==> src/rtl/src_req_pkg.sv <==
package src_req_pkg;

    parameter int V_W = 12;   // voltage in 10 mV units
    parameter int I_W = 10;   // current in 10 mA units
    parameter int P_W = 24;   // power in 0.1 mW units

    typedef enum logic {
        ENT_FIXED = 1'b0,
        ENT_PPS   = 1'b1
    } ent_kind_e;

    typedef struct packed {
        ent_kind_e       kind;
        logic [V_W-1:0]  v_lo;
        logic [V_W-1:0]  v_hi;
        logic [I_W-1:0]  imax;
    } ent_t;

    typedef enum logic {
        ST_IDLE = 1'b0,
        ST_WAIT = 1'b1
    } seq_st_e;

endpackage

==> src/rtl/src_req_table.sv <==
module src_req_table
    import src_req_pkg::*;
#(
    parameter int N_ENT = 7,
    parameter int IDX_W = 3
) (
    input  logic             clk,
    input  logic             rst_n,
    input  logic             we,
    input  logic [IDX_W-1:0] widx,
    input  ent_t             wdata,
    input  logic [IDX_W-1:0] ridx,
    output ent_t             rdata
);

    ent_t ent_d [N_ENT];
    ent_t ent_q [N_ENT];

    for (genvar g = 0; g < N_ENT; g++) begin : g_ent
        always_comb begin
            ent_d[g] = ent_q[g];
            if (we && (widx == IDX_W'(g))) begin
                ent_d[g] = wdata;
            end
        end

        always_ff @(posedge clk or negedge rst_n) begin
            if (!rst_n) begin
                ent_q[g] <= '0;
            end else begin
                ent_q[g] <= ent_d[g];
            end
        end
    end

    always_comb begin
        rdata = '0;
        for (int k = 0; k < N_ENT; k++) begin
            if (ridx == IDX_W'(k)) begin
                rdata = ent_q[k];
            end
        end
    end

endmodule

==> src/rtl/src_req_eval.sv <==
module src_req_eval
    import src_req_pkg::*;
#(
    parameter int             POS_W     = 3,
    parameter logic [V_W-1:0] EPR_V_LIM = 12'd2000,
    parameter logic [I_W-1:0] CBL_I_LIM = 10'd300
) (
    input  ent_t             ent,
    input  logic [POS_W-1:0] pos,
    input  logic [POS_W-1:0] len,
    input  logic [V_W-1:0]   req_v,
    input  logic [I_W-1:0]   req_i,
    input  logic             cable_hi_cur,
    input  logic             cable_ext_v,
    input  logic [P_W-1:0]   budget,
    input  logic [V_W-1:0]   max_step,
    input  logic [V_W-1:0]   cur_v,
    input  logic             cur_pps,
    input  logic             gap_ok,
    input  logic             adv,
    input  logic             busy,
    output logic             ok,
    output logic [V_W-1:0]   tgt_v,
    output logic [I_W-1:0]   tgt_i,
    output logic             tgt_pps
);

    localparam int PR_W  = V_W + I_W;
    localparam int CMP_W = (PR_W > P_W) ? PR_W : P_W;

    logic           pos_ok;
    logic           hidden;
    logic           is_pps;
    logic [I_W-1:0] i_lim;
    logic           i_ok;
    logic           v_ok;
    logic [PR_W-1:0] pwr;
    logic           pwr_ok;
    logic [V_W-1:0] step;
    logic           slew_ok;

    always_comb begin
        pos_ok  = (pos != '0) && (pos <= len);
        // offers above the standard range vanish without a capable cable
        hidden  = (ent.v_hi > EPR_V_LIM) && !cable_ext_v;
        is_pps  = (ent.kind == ENT_PPS);
        // current ceiling narrows to the plain-cable rating
        i_lim   = (!cable_hi_cur && (ent.imax > CBL_I_LIM)) ? CBL_I_LIM : ent.imax;

        tgt_v   = is_pps ? req_v : ent.v_hi;
        tgt_i   = req_i;
        tgt_pps = is_pps;

        i_ok    = (req_i <= i_lim);
        v_ok    = !is_pps || ((req_v >= ent.v_lo) && (req_v <= ent.v_hi) && !req_v[0]);

        pwr     = PR_W'(tgt_v) * PR_W'(req_i);
        pwr_ok  = CMP_W'(pwr) <= CMP_W'(budget);

        step    = (req_v >= cur_v) ? (req_v - cur_v) : (cur_v - req_v);
        slew_ok = !(is_pps && cur_pps) || ((step <= max_step) && gap_ok);

        ok = adv && !busy && pos_ok && !hidden && i_ok && v_ok && pwr_ok && slew_ok;
    end

endmodule

==> src/rtl/src_req_seq.sv <==
module src_req_seq
    import src_req_pkg::*;
#(
    parameter int             TMR_W = 16,
    parameter int             GAP_W = 16,
    parameter logic [V_W-1:0] DEF_V = 12'd500,
    parameter logic [I_W-1:0] DEF_I = 10'd300
) (
    input  logic             clk,
    input  logic             rst_n,
    input  logic             tbl_we,
    input  logic             cap_adv,
    input  logic             req_valid,
    input  logic             req_ok,
    input  logic [V_W-1:0]   tgt_v,
    input  logic [I_W-1:0]   tgt_i,
    input  logic             tgt_pps,
    input  logic             stage_ready,
    input  logic [TMR_W-1:0] timeout,
    input  logic [GAP_W-1:0] min_gap,
    output logic             adv,
    output logic             busy,
    output logic             gap_ok,
    output logic [V_W-1:0]   cur_v,
    output logic [I_W-1:0]   cur_i,
    output logic             cur_pps,
    output logic             resp_valid,
    output logic             resp_ok,
    output logic             rdy,
    output logic             flt
);

    typedef struct packed {
        seq_st_e         st;
        logic [TMR_W-1:0] tmr;
        logic [GAP_W-1:0] gap;
        logic            adv;
        logic [V_W-1:0]  cv;
        logic [I_W-1:0]  ci;
        logic            cpps;
        logic [V_W-1:0]  pv;
        logic [I_W-1:0]  pi;
        logic            ppps;
        logic            resp_v;
        logic            resp_ok;
        logic            rdy;
        logic            flt;
    } seq_t;

    seq_t s_d, s_q;

    always_comb begin
        s_d         = s_q;
        s_d.resp_v  = 1'b0;
        s_d.resp_ok = 1'b0;
        s_d.rdy     = 1'b0;
        s_d.flt     = 1'b0;

        if (s_q.gap != '1) begin
            s_d.gap = s_q.gap + 1'b1;
        end

        if (tbl_we) begin
            s_d.adv = 1'b0;
        end else if (cap_adv) begin
            s_d.adv = 1'b1;
        end

        if (req_valid) begin
            s_d.resp_v  = 1'b1;
            s_d.resp_ok = req_ok;
            if (req_ok) begin
                s_d.pv   = s_q.cv;
                s_d.pi   = s_q.ci;
                s_d.ppps = s_q.cpps;
                s_d.cv   = tgt_v;
                s_d.ci   = tgt_i;
                s_d.cpps = tgt_pps;
                s_d.st   = ST_WAIT;
                s_d.tmr  = '0;
                s_d.gap  = '0;
            end
        end

        if (s_q.st == ST_WAIT) begin
            if (stage_ready) begin
                s_d.rdy = 1'b1;
                s_d.st  = ST_IDLE;
            end else if (s_q.tmr == timeout) begin
                s_d.flt  = 1'b1;
                s_d.st   = ST_IDLE;
                s_d.cv   = s_q.pv;
                s_d.ci   = s_q.pi;
                s_d.cpps = s_q.ppps;
            end else begin
                s_d.tmr = s_q.tmr + 1'b1;
            end
        end
    end

    always_ff @(posedge clk or negedge rst_n) begin
        if (!rst_n) begin
            s_q      <= '0;
            s_q.st   <= ST_IDLE;
            s_q.gap  <= '1;
            s_q.cv   <= DEF_V;
            s_q.ci   <= DEF_I;
            s_q.pv   <= DEF_V;
            s_q.pi   <= DEF_I;
        end else begin
            s_q <= s_d;
        end
    end

    assign adv        = s_q.adv;
    assign busy       = (s_q.st == ST_WAIT);
    assign gap_ok     = (s_q.gap >= min_gap);
    assign cur_v      = s_q.cv;
    assign cur_i      = s_q.ci;
    assign cur_pps    = s_q.cpps;
    assign resp_valid = s_q.resp_v;
    assign resp_ok    = s_q.resp_ok;
    assign rdy        = s_q.rdy;
    assign flt        = s_q.flt;

endmodule

==> src/rtl/src_req_policy.sv <==
module src_req_policy
    import src_req_pkg::*;
#(
    parameter int             N_ENT     = 7,
    parameter int             TMR_W     = 16,
    parameter int             GAP_W     = 16,
    parameter logic [V_W-1:0] EPR_V_LIM = 12'd2000,
    parameter logic [I_W-1:0] CBL_I_LIM = 10'd300,
    parameter logic [V_W-1:0] DEF_V     = 12'd500,
    parameter logic [I_W-1:0] DEF_I     = 10'd300,
    localparam int            IDX_W     = $clog2(N_ENT),
    localparam int            POS_W     = $clog2(N_ENT + 1)
) (
    input  logic             clk,
    input  logic             rst_n,
    input  logic             cfg_we,
    input  logic [IDX_W-1:0] cfg_idx,
    input  logic             cfg_kind,
    input  logic [V_W-1:0]   cfg_v_lo,
    input  logic [V_W-1:0]   cfg_v_hi,
    input  logic [I_W-1:0]   cfg_imax,
    input  logic [POS_W-1:0] cfg_len,
    input  logic [P_W-1:0]   cfg_budget,
    input  logic [V_W-1:0]   cfg_pps_step,
    input  logic [GAP_W-1:0] cfg_pps_gap,
    input  logic [TMR_W-1:0] cfg_timeout,
    input  logic             cable_hi_cur,
    input  logic             cable_ext_v,
    input  logic             cap_adv,
    input  logic             req_valid,
    input  logic [POS_W-1:0] req_pos,
    input  logic [V_W-1:0]   req_v,
    input  logic [I_W-1:0]   req_i,
    input  logic             stage_ready,
    output logic             resp_valid,
    output logic             resp_accept,
    output logic [V_W-1:0]   cmd_v,
    output logic [I_W-1:0]   cmd_i,
    output logic             busy,
    output logic             ps_ready,
    output logic             fault
);

    ent_t           wr_ent;
    ent_t           sel_ent;
    logic [IDX_W-1:0] sel_idx;
    logic           ev_ok;
    logic [V_W-1:0] ev_v;
    logic [I_W-1:0] ev_i;
    logic           ev_pps;
    logic           adv;
    logic           gap_ok;
    logic           cur_pps;

    always_comb begin
        wr_ent.kind = ent_kind_e'(cfg_kind);
        wr_ent.v_lo = cfg_v_lo;
        wr_ent.v_hi = cfg_v_hi;
        wr_ent.imax = cfg_imax;
        sel_idx     = IDX_W'(req_pos - 1'b1);
    end

    src_req_table #(
        .N_ENT (N_ENT),
        .IDX_W (IDX_W)
    ) u_table (
        .clk   (clk),
        .rst_n (rst_n),
        .we    (cfg_we),
        .widx  (cfg_idx),
        .wdata (wr_ent),
        .ridx  (sel_idx),
        .rdata (sel_ent)
    );

    src_req_eval #(
        .POS_W     (POS_W),
        .EPR_V_LIM (EPR_V_LIM),
        .CBL_I_LIM (CBL_I_LIM)
    ) u_eval (
        .ent          (sel_ent),
        .pos          (req_pos),
        .len          (cfg_len),
        .req_v        (req_v),
        .req_i        (req_i),
        .cable_hi_cur (cable_hi_cur),
        .cable_ext_v  (cable_ext_v),
        .budget       (cfg_budget),
        .max_step     (cfg_pps_step),
        .cur_v        (cmd_v),
        .cur_pps      (cur_pps),
        .gap_ok       (gap_ok),
        .adv          (adv),
        .busy         (busy),
        .ok           (ev_ok),
        .tgt_v        (ev_v),
        .tgt_i        (ev_i),
        .tgt_pps      (ev_pps)
    );

    src_req_seq #(
        .TMR_W (TMR_W),
        .GAP_W (GAP_W),
        .DEF_V (DEF_V),
        .DEF_I (DEF_I)
    ) u_seq (
        .clk         (clk),
        .rst_n       (rst_n),
        .tbl_we      (cfg_we),
        .cap_adv     (cap_adv),
        .req_valid   (req_valid),
        .req_ok      (ev_ok),
        .tgt_v       (ev_v),
        .tgt_i       (ev_i),
        .tgt_pps     (ev_pps),
        .stage_ready (stage_ready),
        .timeout     (cfg_timeout),
        .min_gap     (cfg_pps_gap),
        .adv         (adv),
        .busy        (busy),
        .gap_ok      (gap_ok),
        .cur_v       (cmd_v),
        .cur_i       (cmd_i),
        .cur_pps     (cur_pps),
        .resp_valid  (resp_valid),
        .resp_ok     (resp_accept),
        .rdy         (ps_ready),
        .flt         (fault)
    );

endmodule

==> config.mk <==
export PLATFORM = sky130hd
export DESIGN_NAME = src_req_policy
export DESIGN_NICKNAME = d
export VERILOG_FILES = /design/src/rtl/src_req_pkg.sv /design/src/rtl/src_req_table.sv /design/src/rtl/src_req_eval.sv /design/src/rtl/src_req_seq.sv /design/src/rtl/src_req_policy.sv
export SDC_FILE = /design/constraint.sdc
export NUM_CORES = 1
export LEC_CHECK = 0
export ABC_AREA = 1
export ABC_CLOCK_PERIOD_IN_PS = 23000
export BUFFER_PORTS_ARGS = -buffer_cell sky130_fd_sc_hd__buf_2
export CORE_ASPECT_RATIO = 0.7
export CORE_MARGIN = 2
export CORE_UTILIZATION = 25
export CTS_CLUSTER_SIZE = 20
export DETAILED_ROUTE_END_ITERATION = 10
export PLACE_DENSITY = 0.42
export SYNTH_ARGS = -nofsm -noshare
export SYNTH_HDL_FRONTEND = slang
export SYNTH_SLANG_ARGS = --single-unit
==> constraint.sdc <==
create_clock -name clk -period 23 [get_ports clk]
set_input_delay 4.6 -clock clk [delete_from_list [all_inputs] [get_ports clk]]
set_output_delay 4.6 -clock clk [all_outputs]
set_load 0.02 [all_outputs]
==> metrics.log, run 1 <==
INFO  metric rrSetupSlack = ~13 ns
INFO  metric worst_slack_on_hold_paths = between 0.4 and 0.5 ns
INFO  metric yosysSeqAreaShare = 0.3718
INFO  metric grt_antenna_before_repair = 9
INFO  metric clkSinkCount = 329
INFO  metric detailed_routing_iteration_count_for_the_pre_antenna_repair_pass = 5
INFO  metric grt_start_max_net_pins = roughly 110
INFO  metric clock_tree.buffer_depth = 3
INFO  metric synth_async_sr_flop_share = 1.000
INFO  metric clkLatencyLatePin = ~0.58 ns
INFO  metric r2r-start = u_table.ent_q[209]$_DFFE_PN0P_
INFO  metric leakage = 13.12 nW
INFO  metric worst_hold_path_endpoint = u_seq.s_q[13]$_DFFE_PN1P_
INFO  metric min_delay_path_depth = 2
INFO  metric cts_tree = done
INFO  metric number_of_failing_hold_endpoints_at_the_final_stage = 0
INFO  metric die_x = around 360 um
INFO  metric place_ws = 7.623 ns
INFO  metric synth_ff_type = dfrtp_1
INFO  metric drv_slew = 0
INFO  metric placeableCoreArea = approximately 88000 um^2
INFO  metric holdCritPathClass = reg2reg
INFO  metric htreeDepth = 2
INFO  metric timing.final.setup_violations = 0
INFO  metric timing.critical_path.required = about 23 ns
INFO  metric layout_stage_area_growth_over_the_synthesis_result = 14.10%
INFO  metric die_height = ~250 um
INFO  metric hold_buffers = 0
INFO  metric ys_ff_latch = ~330
INFO  metric rows = ~90
INFO  metric maxSlewHeadroom = 0.3305
INFO  metric final-seq-area = between 8000 and 9000 um^2
INFO  metric destination_of_the_worst_register_to_register_timing_path = u_seq.s_q[72]$_DFF_PN0_
INFO  metric grt_pass1_vias = ~18000
INFO  metric cell_pwr_density = 134.5 nW/um^2
INFO  metric crit_path_max_fanout = 58
INFO  metric grt_first_pass_wirelength = about 110 mm
INFO  metric design.portCount = 169
INFO  metric fin_crit = between 10 and 15 ns
INFO  metric synth_edf_count = 0
INFO  metric hold_crit_start = u_seq.s_q[13]$_DFFE_PN1P_
INFO  metric syn_inst = about 2800
INFO  metric max_cap_viols = 0
INFO  metric via_per_inst = about 4.4
INFO  metric path_class = in2reg
INFO  metric period_share = 0.6441
INFO  metric overflow = 0
INFO  metric place_hpwl = roughly 51 mm
INFO  metric clock_slew_at_reported_path_ffs = 0.06 ns
INFO  metric gp_congestion = 0.8322
INFO  metric post_drt_wl_per_cell = around 17 um
INFO  metric clock_skew = around 0.022 ns
INFO  metric global_route.usage.total = 0.1571
INFO  metric worstPathArrival = 15.26 ns
INFO  metric ant_nets = 0
INFO  metric critical_path.most_common_cell = nand2_1
INFO  metric worstRegToRegCells = between 40 and 50
INFO  metric total_number_of_vias = roughly 18000
INFO  metric final.setup.worst_slack = 8.185 ns
INFO  metric max-vdd-ir-drop = 112.0 uV
INFO  metric cts.repair.resized = 0
INFO  metric dr.first_iter.drc_count = between 1000 and 1500
INFO  metric port_buffers = 168
INFO  metric ys_types = 50
INFO  metric placedCellCount = approximately 4000
INFO  metric stdcell_count = around 4100
INFO  metric timing.critical_path.to_type = flip-flop
INFO  metric syn_area_per_cell = approximately 8 um^2
INFO  metric final_net_count = between 3000 and 4000
INFO  metric fillCellCount = slightly below 10000
INFO  metric crit_slowest_cell = nor2_2
INFO  metric postLayoutCoreUtil = 0.2883
INFO  metric syn_nets = about 3200
INFO  metric synth_area = 22260 um^2
INFO  metric post_route_cells_drive_above_1_share = 0.1169
INFO  metric drt_wl_total = ~70 mm
INFO  metric design.die.area = approximately 91000 um^2
INFO  metric remaining_drc_errors = 0
INFO  metric run_status = finished clean
INFO  metric multi_input_area = approximately 12000 um^2
INFO  metric worstMarginPinSlew = approximately 1.0 ns
INFO  metric clockRootBuffer = clkbuf_16
INFO  metric grt_setup_unrepaired = no
INFO  metric cpPeakStageDelay = around 0.78 ns
INFO  metric setup.worst_path.start_class = input port
INFO  metric ys_warn_count = 0
INFO  metric starting_density_of_the_core = 0.2526
INFO  metric tritoncts.num_buffers = 40
INFO  metric tns = 0 ns
INFO  metric achievable-frequency = slightly below 70 MHz
INFO  metric cts.repair_timing.setup_buffer_count = 0
-- placed cells by master (no fill, tap or decap), types with 41 or more instances in the layout --
cell type,Yosys,final
a21oi_1,112,112
buf_2,16,167
clkbuf_16,0,41
dfrtp_1,293,293
fa_1,80,80
ha_1,169,169
inv_1,396,396
nand2_1,742,736
nand3_1,107,105
nand4_1,57,57
nor2_1,150,150
o21ai_0,305,305
-- where the power goes --
group          total [mW]  internal (mW)  switching (mW)
clock network       0.633          0.371           0.262
registers           0.819          0.727          0.0920
logic                1.96          0.774            1.19
total                3.42           1.87            1.54
-- metal layers --
metal	wire length, um	global-route usage	share of wire
met1	38820	0.2492	0.54
met2	27830	0.2175	0.39
met3	3809	0.02722	0.053
met4	1124	0.03168	0.016
met5	69	0	0.00096
-- metrics by stage --
step | cell area, um^2 | power (mW)
final | 25400 | 3.417
after global placement | 24100 | 2.826
after floorplan | 22260 | 2.295
after detailed placement | 24100 | 2.794
after CTS | 25400 | 3.461
after global routing | 25400 | 3.813
-- kinds of logic after synthesis --
| logic type | count (synthesis) | synth area share |
|---|---|---|
| buffers and inverters | 538 | 0.09767 |
| adders and majority gates | 249 | 0.1669 |
| xor gates and xnor gates | 51 | 0.02006 |
| and+or+nand+nor | 1139 | 0.2143 |
| AOI/OAI and AO/OA | 516 | 0.1273 |
| muxes | 4 | 0.001855 |
| DFF | 329 | 0.3718 |
-- critical path, delay by kind of cell --
kind	cells	cell delay [ns]
and+or+nand+nor	19	3.40
adders and majority gates	7	3.19
buffers and inverters	13	2.14
AOI/OAI and AO/OA	8	1.67
xor gates and xnor gates	1	0.16
-- sequential cells by signal, indices dropped and copies added (netlist names) --
register / cells
u_table.ent_q: 245
u_seq.s_q: 55
u_seq.cur_v: 12
u_seq.cur_i: 10
u_seq.adv: 1
u_seq.busy: 1
u_seq.cur_pps: 1
u_seq.flt: 1
u_seq.rdy: 1
u_seq.resp_ok: 1
u_seq.resp_valid: 1
-- layout make-up --
type                    instances  share of cell area
diodes                          1          0.00009851
clock buffers                  61             0.04728
clock inverters                 7            0.003891
inverters                     408             0.06029
multi-input cells            1959              0.4665
flip-flops and latches        329              0.3259
well taps                    1162             0.05723
repair buffers                186             0.03881
-- how the worst max path moves through the flow --
stage | startpoint | end | slack [ns] | cells past startpoint
detailed placement | req_pos[2] | u_seq.s_q[72]$_DFF_PN0_ | 7.62 | 49
CTS | req_pos[2] | u_seq.s_q[72]$_DFF_PN0_ | 8.21 | 49
global route | req_pos[2] | u_seq.s_q[76]$_DFF_PN0_ | 7.12 | 48
finish | req_pos[2] | u_seq.s_q[72]$_DFF_PN0_ | 8.19 | 48
floorplan | req_pos[0] | u_seq.cur_v[1]$_DFF_PN0_ | 10.81 | 52
global placement | req_pos[2] | u_seq.s_q[72]$_DFF_PN0_ | 7.78 | 49
-- Yosys cell counts (all sizes together), types with 4 or more instances --
cell,instances,share of area
nand2,744,0.13
inv,408,0.069
o21ai,311,0.070
dfrtp,293,0.33
ha,169,0.095
nor2,158,0.028
a21oi,113,0.026
nand3,108,0.025
fa,80,0.072
clkbuf,76,0.013
nand4,57,0.016
buf,54,0.016
or2,41,0.012
dfstp,36,0.042
xor2,26,0.010
xnor2,25,0.0098
o21a,21,0.0071
nor3,19,0.0048
a22o,13,0.0051
a211oi,12,0.0040
o211ai,12,0.0040
a221oi,9,0.0035
a21o,6,0.0020
a31oi,6,0.0017
o22ai,5,0.0014
nand3b,4,0.0013
nor4,4,0.0011
Power figures use the tool's default switching activity.
==> run 2: changes to the inputs <==
--- a/config.mk
+++ b/config.mk
@@ -6,14 +6,14 @@
 export NUM_CORES = 1
 export LEC_CHECK = 0
 export ABC_AREA = 1
-export ABC_CLOCK_PERIOD_IN_PS = 23000
+export ABC_CLOCK_PERIOD_IN_PS = 12300
 export BUFFER_PORTS_ARGS = -buffer_cell sky130_fd_sc_hd__buf_2
 export CORE_ASPECT_RATIO = 0.7
 export CORE_MARGIN = 2
 export CORE_UTILIZATION = 25
 export CTS_CLUSTER_SIZE = 20
 export DETAILED_ROUTE_END_ITERATION = 10
-export PLACE_DENSITY = 0.42
+export PLACE_DENSITY = 0.43
 export SYNTH_ARGS = -nofsm -noshare
 export SYNTH_HDL_FRONTEND = slang
 export SYNTH_SLANG_ARGS = --single-unit
==> constraint.sdc (replaced) <==
create_clock -name clk -period 12.3 [get_ports clk]
set_input_delay 2.46 -clock clk [delete_from_list [all_inputs] [get_ports clk]]
set_output_delay 2.46 -clock clk [all_outputs]
set_load 0.02 [all_outputs]
==> run 2 against run 1 <==
Against the previous run: utilization rose by 0.091 points; non-clock buffer count rose by 7; setup slack got worse by 7.0 ns; die area did not move; critical path type unchanged; largest cell class unchanged.
==> metrics.log, run 2 (synthesized netlist as in run 1, its figures left out) <==
INFO  metric run_status = finished clean
INFO  metric remaining_drc_errors = 0 (unchanged)
INFO  metric timing.final.setup_violations = 0 (unchanged)
INFO  metric r2r-start = u_table.ent_q[209]$_DFFE_PN0P_
INFO  metric path_class = in2reg
INFO  metric clock_tree.buffer_depth = 3 (unchanged)
INFO  metric timing.critical_path.required = 12.81 ns (-10.63 ns)
INFO  metric layout_stage_area_growth_over_the_synthesis_result = 14.46%
INFO  metric die_height = 253.7 um (unchanged)
INFO  metric overflow = 0 (unchanged)
INFO  metric crit_path_start = req_pos[1]
INFO  metric postLayoutCoreUtil = 0.2892 (+0.0009080)
INFO  metric max_ffs_per_register = 245 (unchanged)
INFO  metric cts.repair.resized = 0 (unchanged)
INFO  metric post_route_cells_drive_above_1_share = 0.1189 (+0.001930)
INFO  metric dr.first_iter.drc_count = 1386 (+6.7%)
INFO  metric gp_congestion = 0.8316 (about the same)
INFO  metric most-common-layout-cells = 736 x nand2_1, 396 x inv_1, 305 x o21ai_0
INFO  metric clock_power_share = 0.185 (about the same)
INFO  metric final_net_count = 3322 (+0.21%)
INFO  metric final-seq-area = 8278 um^2 (unchanged)
INFO  metric crit_slowest_cell = nor2_4
INFO  metric p_int = 3.504 mW (+87%)
INFO  metric power_switching = 2.932 mW (+90%)
INFO  metric placeableCoreArea = 88130 um^2 (unchanged)
INFO  metric rows = 91 (unchanged)
INFO  metric ant_nets = 0 (unchanged)
INFO  metric tns = 0 ns (unchanged)
INFO  metric crit_path_max_fanout = 52 (-10%)
INFO  metric clkLatencyLatePin = 0.57 ns (about the same)
INFO  metric post_drt_wl_per_cell = 17.30 um (-0.67%)
INFO  metric max-vdd-ir-drop = 214.1 uV (+91%)
INFO  metric rrSetupSlack = 3.37 ns (-9.43 ns)
INFO  metric design.portCount = 169 (unchanged)
INFO  metric maxSlewHeadroom = 0.3241 (-0.006374)
INFO  metric number_of_failing_hold_endpoints_at_the_final_stage = 0 (unchanged)
INFO  metric htreeDepth = 2 (unchanged)
INFO  metric setup.worst_path.start_class = input port
INFO  metric destination_of_the_worst_register_to_register_timing_path = u_seq.s_q[64]$_DFF_PN1_
INFO  metric port_buffers = 168 (unchanged)
INFO  metric cts.repair_timing.setup_buffer_count = 0 (unchanged)
INFO  metric p_sw_frac = 0.4556 (+0.003444)
INFO  metric worstRegToRegCells = 47 (+4.4%)
INFO  metric leakage = 13.16 nW (+0.31%)
INFO  metric seqPwrFrac = 0.240 (about the same)
INFO  metric fillCellCount = 9688 (+0.21%)
INFO  metric cpPeakStageDelay = 0.77 ns (about the same)
INFO  metric global_route.usage.total = 0.1563 (-0.0007768)
INFO  metric hold_crit_start = u_seq.s_q[10]$_DFFE_PN1P_
INFO  metric cell_pwr_density = 252.6 nW/um^2 (+88%)
INFO  metric placedCellCount = 4051 (+0.17%)
INFO  metric end_point_of_the_critical_path = u_seq.s_q[64]$_DFF_PN1_
INFO  metric drv_slew = 0 (unchanged)
INFO  metric grt_first_pass_wirelength = 111.0 mm (-0.21%)
INFO  metric max_cap_viols = 0 (unchanged)
INFO  metric clock_skew = 0.01157 ns (-0.01053 ns)
INFO  metric cts_tree = done
INFO  metric die_x = 360.7 um (unchanged)
INFO  metric path_delay_family = simple AND/OR/NAND/NOR gates
INFO  metric place_hpwl = 52.31 mm (+2.2%)
INFO  metric total_number_of_vias = 18210 (-0.088%)
INFO  metric multi_input_area = 11850 um^2 (about the same)
INFO  metric timing.critical_path.to_type = flip-flop
INFO  metric period_share = 0.9076
INFO  metric worst_slack_on_hold_paths = 0.4645 ns (-0.003776 ns)
INFO  metric grt_setup_unrepaired = no
INFO  metric clkSinkCount = 329 (unchanged)
INFO  metric grt_pass1_vias = 17710 (-0.58%)
INFO  metric clock_slew_at_reported_path_ffs = 0.06 ns (about the same)
INFO  metric worstPathArrival = 11.67 ns (-3.59 ns)
INFO  metric grt_antenna_before_repair = 7 (-2)
INFO  metric detailed_routing_iteration_count_for_the_pre_antenna_repair_pass = 5 (unchanged)
INFO  metric grt_start_max_net_pins = 146 (+30%)
INFO  metric worstMarginPinSlew = 1.011 ns (+0.008240 ns)
INFO  metric registers.top_by_ff_count = u_table.ent_q
INFO  metric hold_buffers = 0 (unchanged)
INFO  metric starting_density_of_the_core = 0.2526 (unchanged)
INFO  metric combPwrFrac = 0.575 (about the same)
INFO  metric timing.critical_path.depth = 49 (+2.1%)
INFO  metric critical_path.most_common_cell = nand2_1
INFO  metric fin_crit = between 10 and 15 ns
INFO  metric clockRootBuffer = clkbuf_16
INFO  metric holdCritPathClass = reg2reg
INFO  metric stdcell_count = 4124 (+0.27%)
INFO  metric achievable-frequency = 89.58 MHz
INFO  metric via_per_inst = 4.416 (-0.35%)
INFO  metric cp_num_buf_inv = 13 (unchanged)
INFO  metric mostFrequentLayoutCell = nand2_1
INFO  metric tritoncts.num_buffers = 40 (unchanged)
INFO  metric design.die.area = 91500 um^2 (unchanged)
INFO  metric drt_wl_total = 71.36 mm (-0.40%)
run 2: cell types whose count changed in the layout (fill, tap and decap cells not counted), sizes merged:
cell / previous run / this run
inv: 408 / 409
clkbuf: 61 / 64
clkinvlp: 1 / 0
clkinv: 5 / 6
buf: 186 / 193
run 2: worst reg2reg max path: cells and delay by family, from the launching register on:
family / cells / cell delay, ns
DFF: 1 / 0.37
buffers and inverters: 11 / 1.18
xor gates and xnor gates: 1 / 0.17
AOI/OAI and AO/OA: 8 / 1.61
adders and majority gates: 7 / 3.20
and+or+nand+nor: 20 / 2.35
run 2: metal layers:
metal,track usage,part of all wire
met4,0.02570,0.010
met1,0.2486,0.54
met3,0.02722,0.051
met2,0.2182,0.39
met5,0,0.0011
run 2: how the worst min path moves through the flow:
stage	endpoint	slack [ns]	depth (start not counted)
final	u_seq.s_q[10]$_DFFE_PN1P_	0.46	2
after floorplan	u_seq.s_q[5]$_DFFE_PN0P_	0.44	2
after global routing	u_seq.s_q[10]$_DFFE_PN1P_	0.48	2
after CTS	u_seq.s_q[10]$_DFFE_PN1P_	0.47	2
after detailed placement	u_seq.s_q[10]$_DFFE_PN1P_	0.46	2
after global placement	u_seq.s_q[10]$_DFFE_PN1P_	0.46	2
run 2: cell type report:
| type | count | area share |
|---|---|---|
| clock inverters | 8 | 0.004124 |
| flip-flops and latches | 329 | 0.3248 |
| diodes | 1 | 0.00009820 |
| clock buffers | 64 | 0.04718 |
| inverters | 408 | 0.06010 |
| repair buffers | 193 | 0.04173 |
| multi-input cells | 1959 | 0.4649 |
| well taps | 1162 | 0.05705 |
run 2: through the flow:
step / area (um^2) / setup WS, ns / power [mW]
floorplan: 22260 / 2.248 / 4.292
global placement: 24170 / 0.5933 / 5.313
detailed placement: 24170 / 0.5522 / 5.264
CTS: 25480 / 1.126 / 6.512
global route: 25480 / 0.1399 / 7.192
finish: 25480 / 1.136 / 6.436
run 2: power groups by stage:
stage | combinational (mW) | clock [mW] | sequential [mW]
finish | 3.70 | 1.19 | 1.54
global route | 4.34 | 1.27 | 1.58
CTS | 3.74 | 1.23 | 1.54
detailed placement | 3.71 | 0 | 1.56
global placement | 3.75 | 0 | 1.56
floorplan | 2.80 | 0 | 1.49
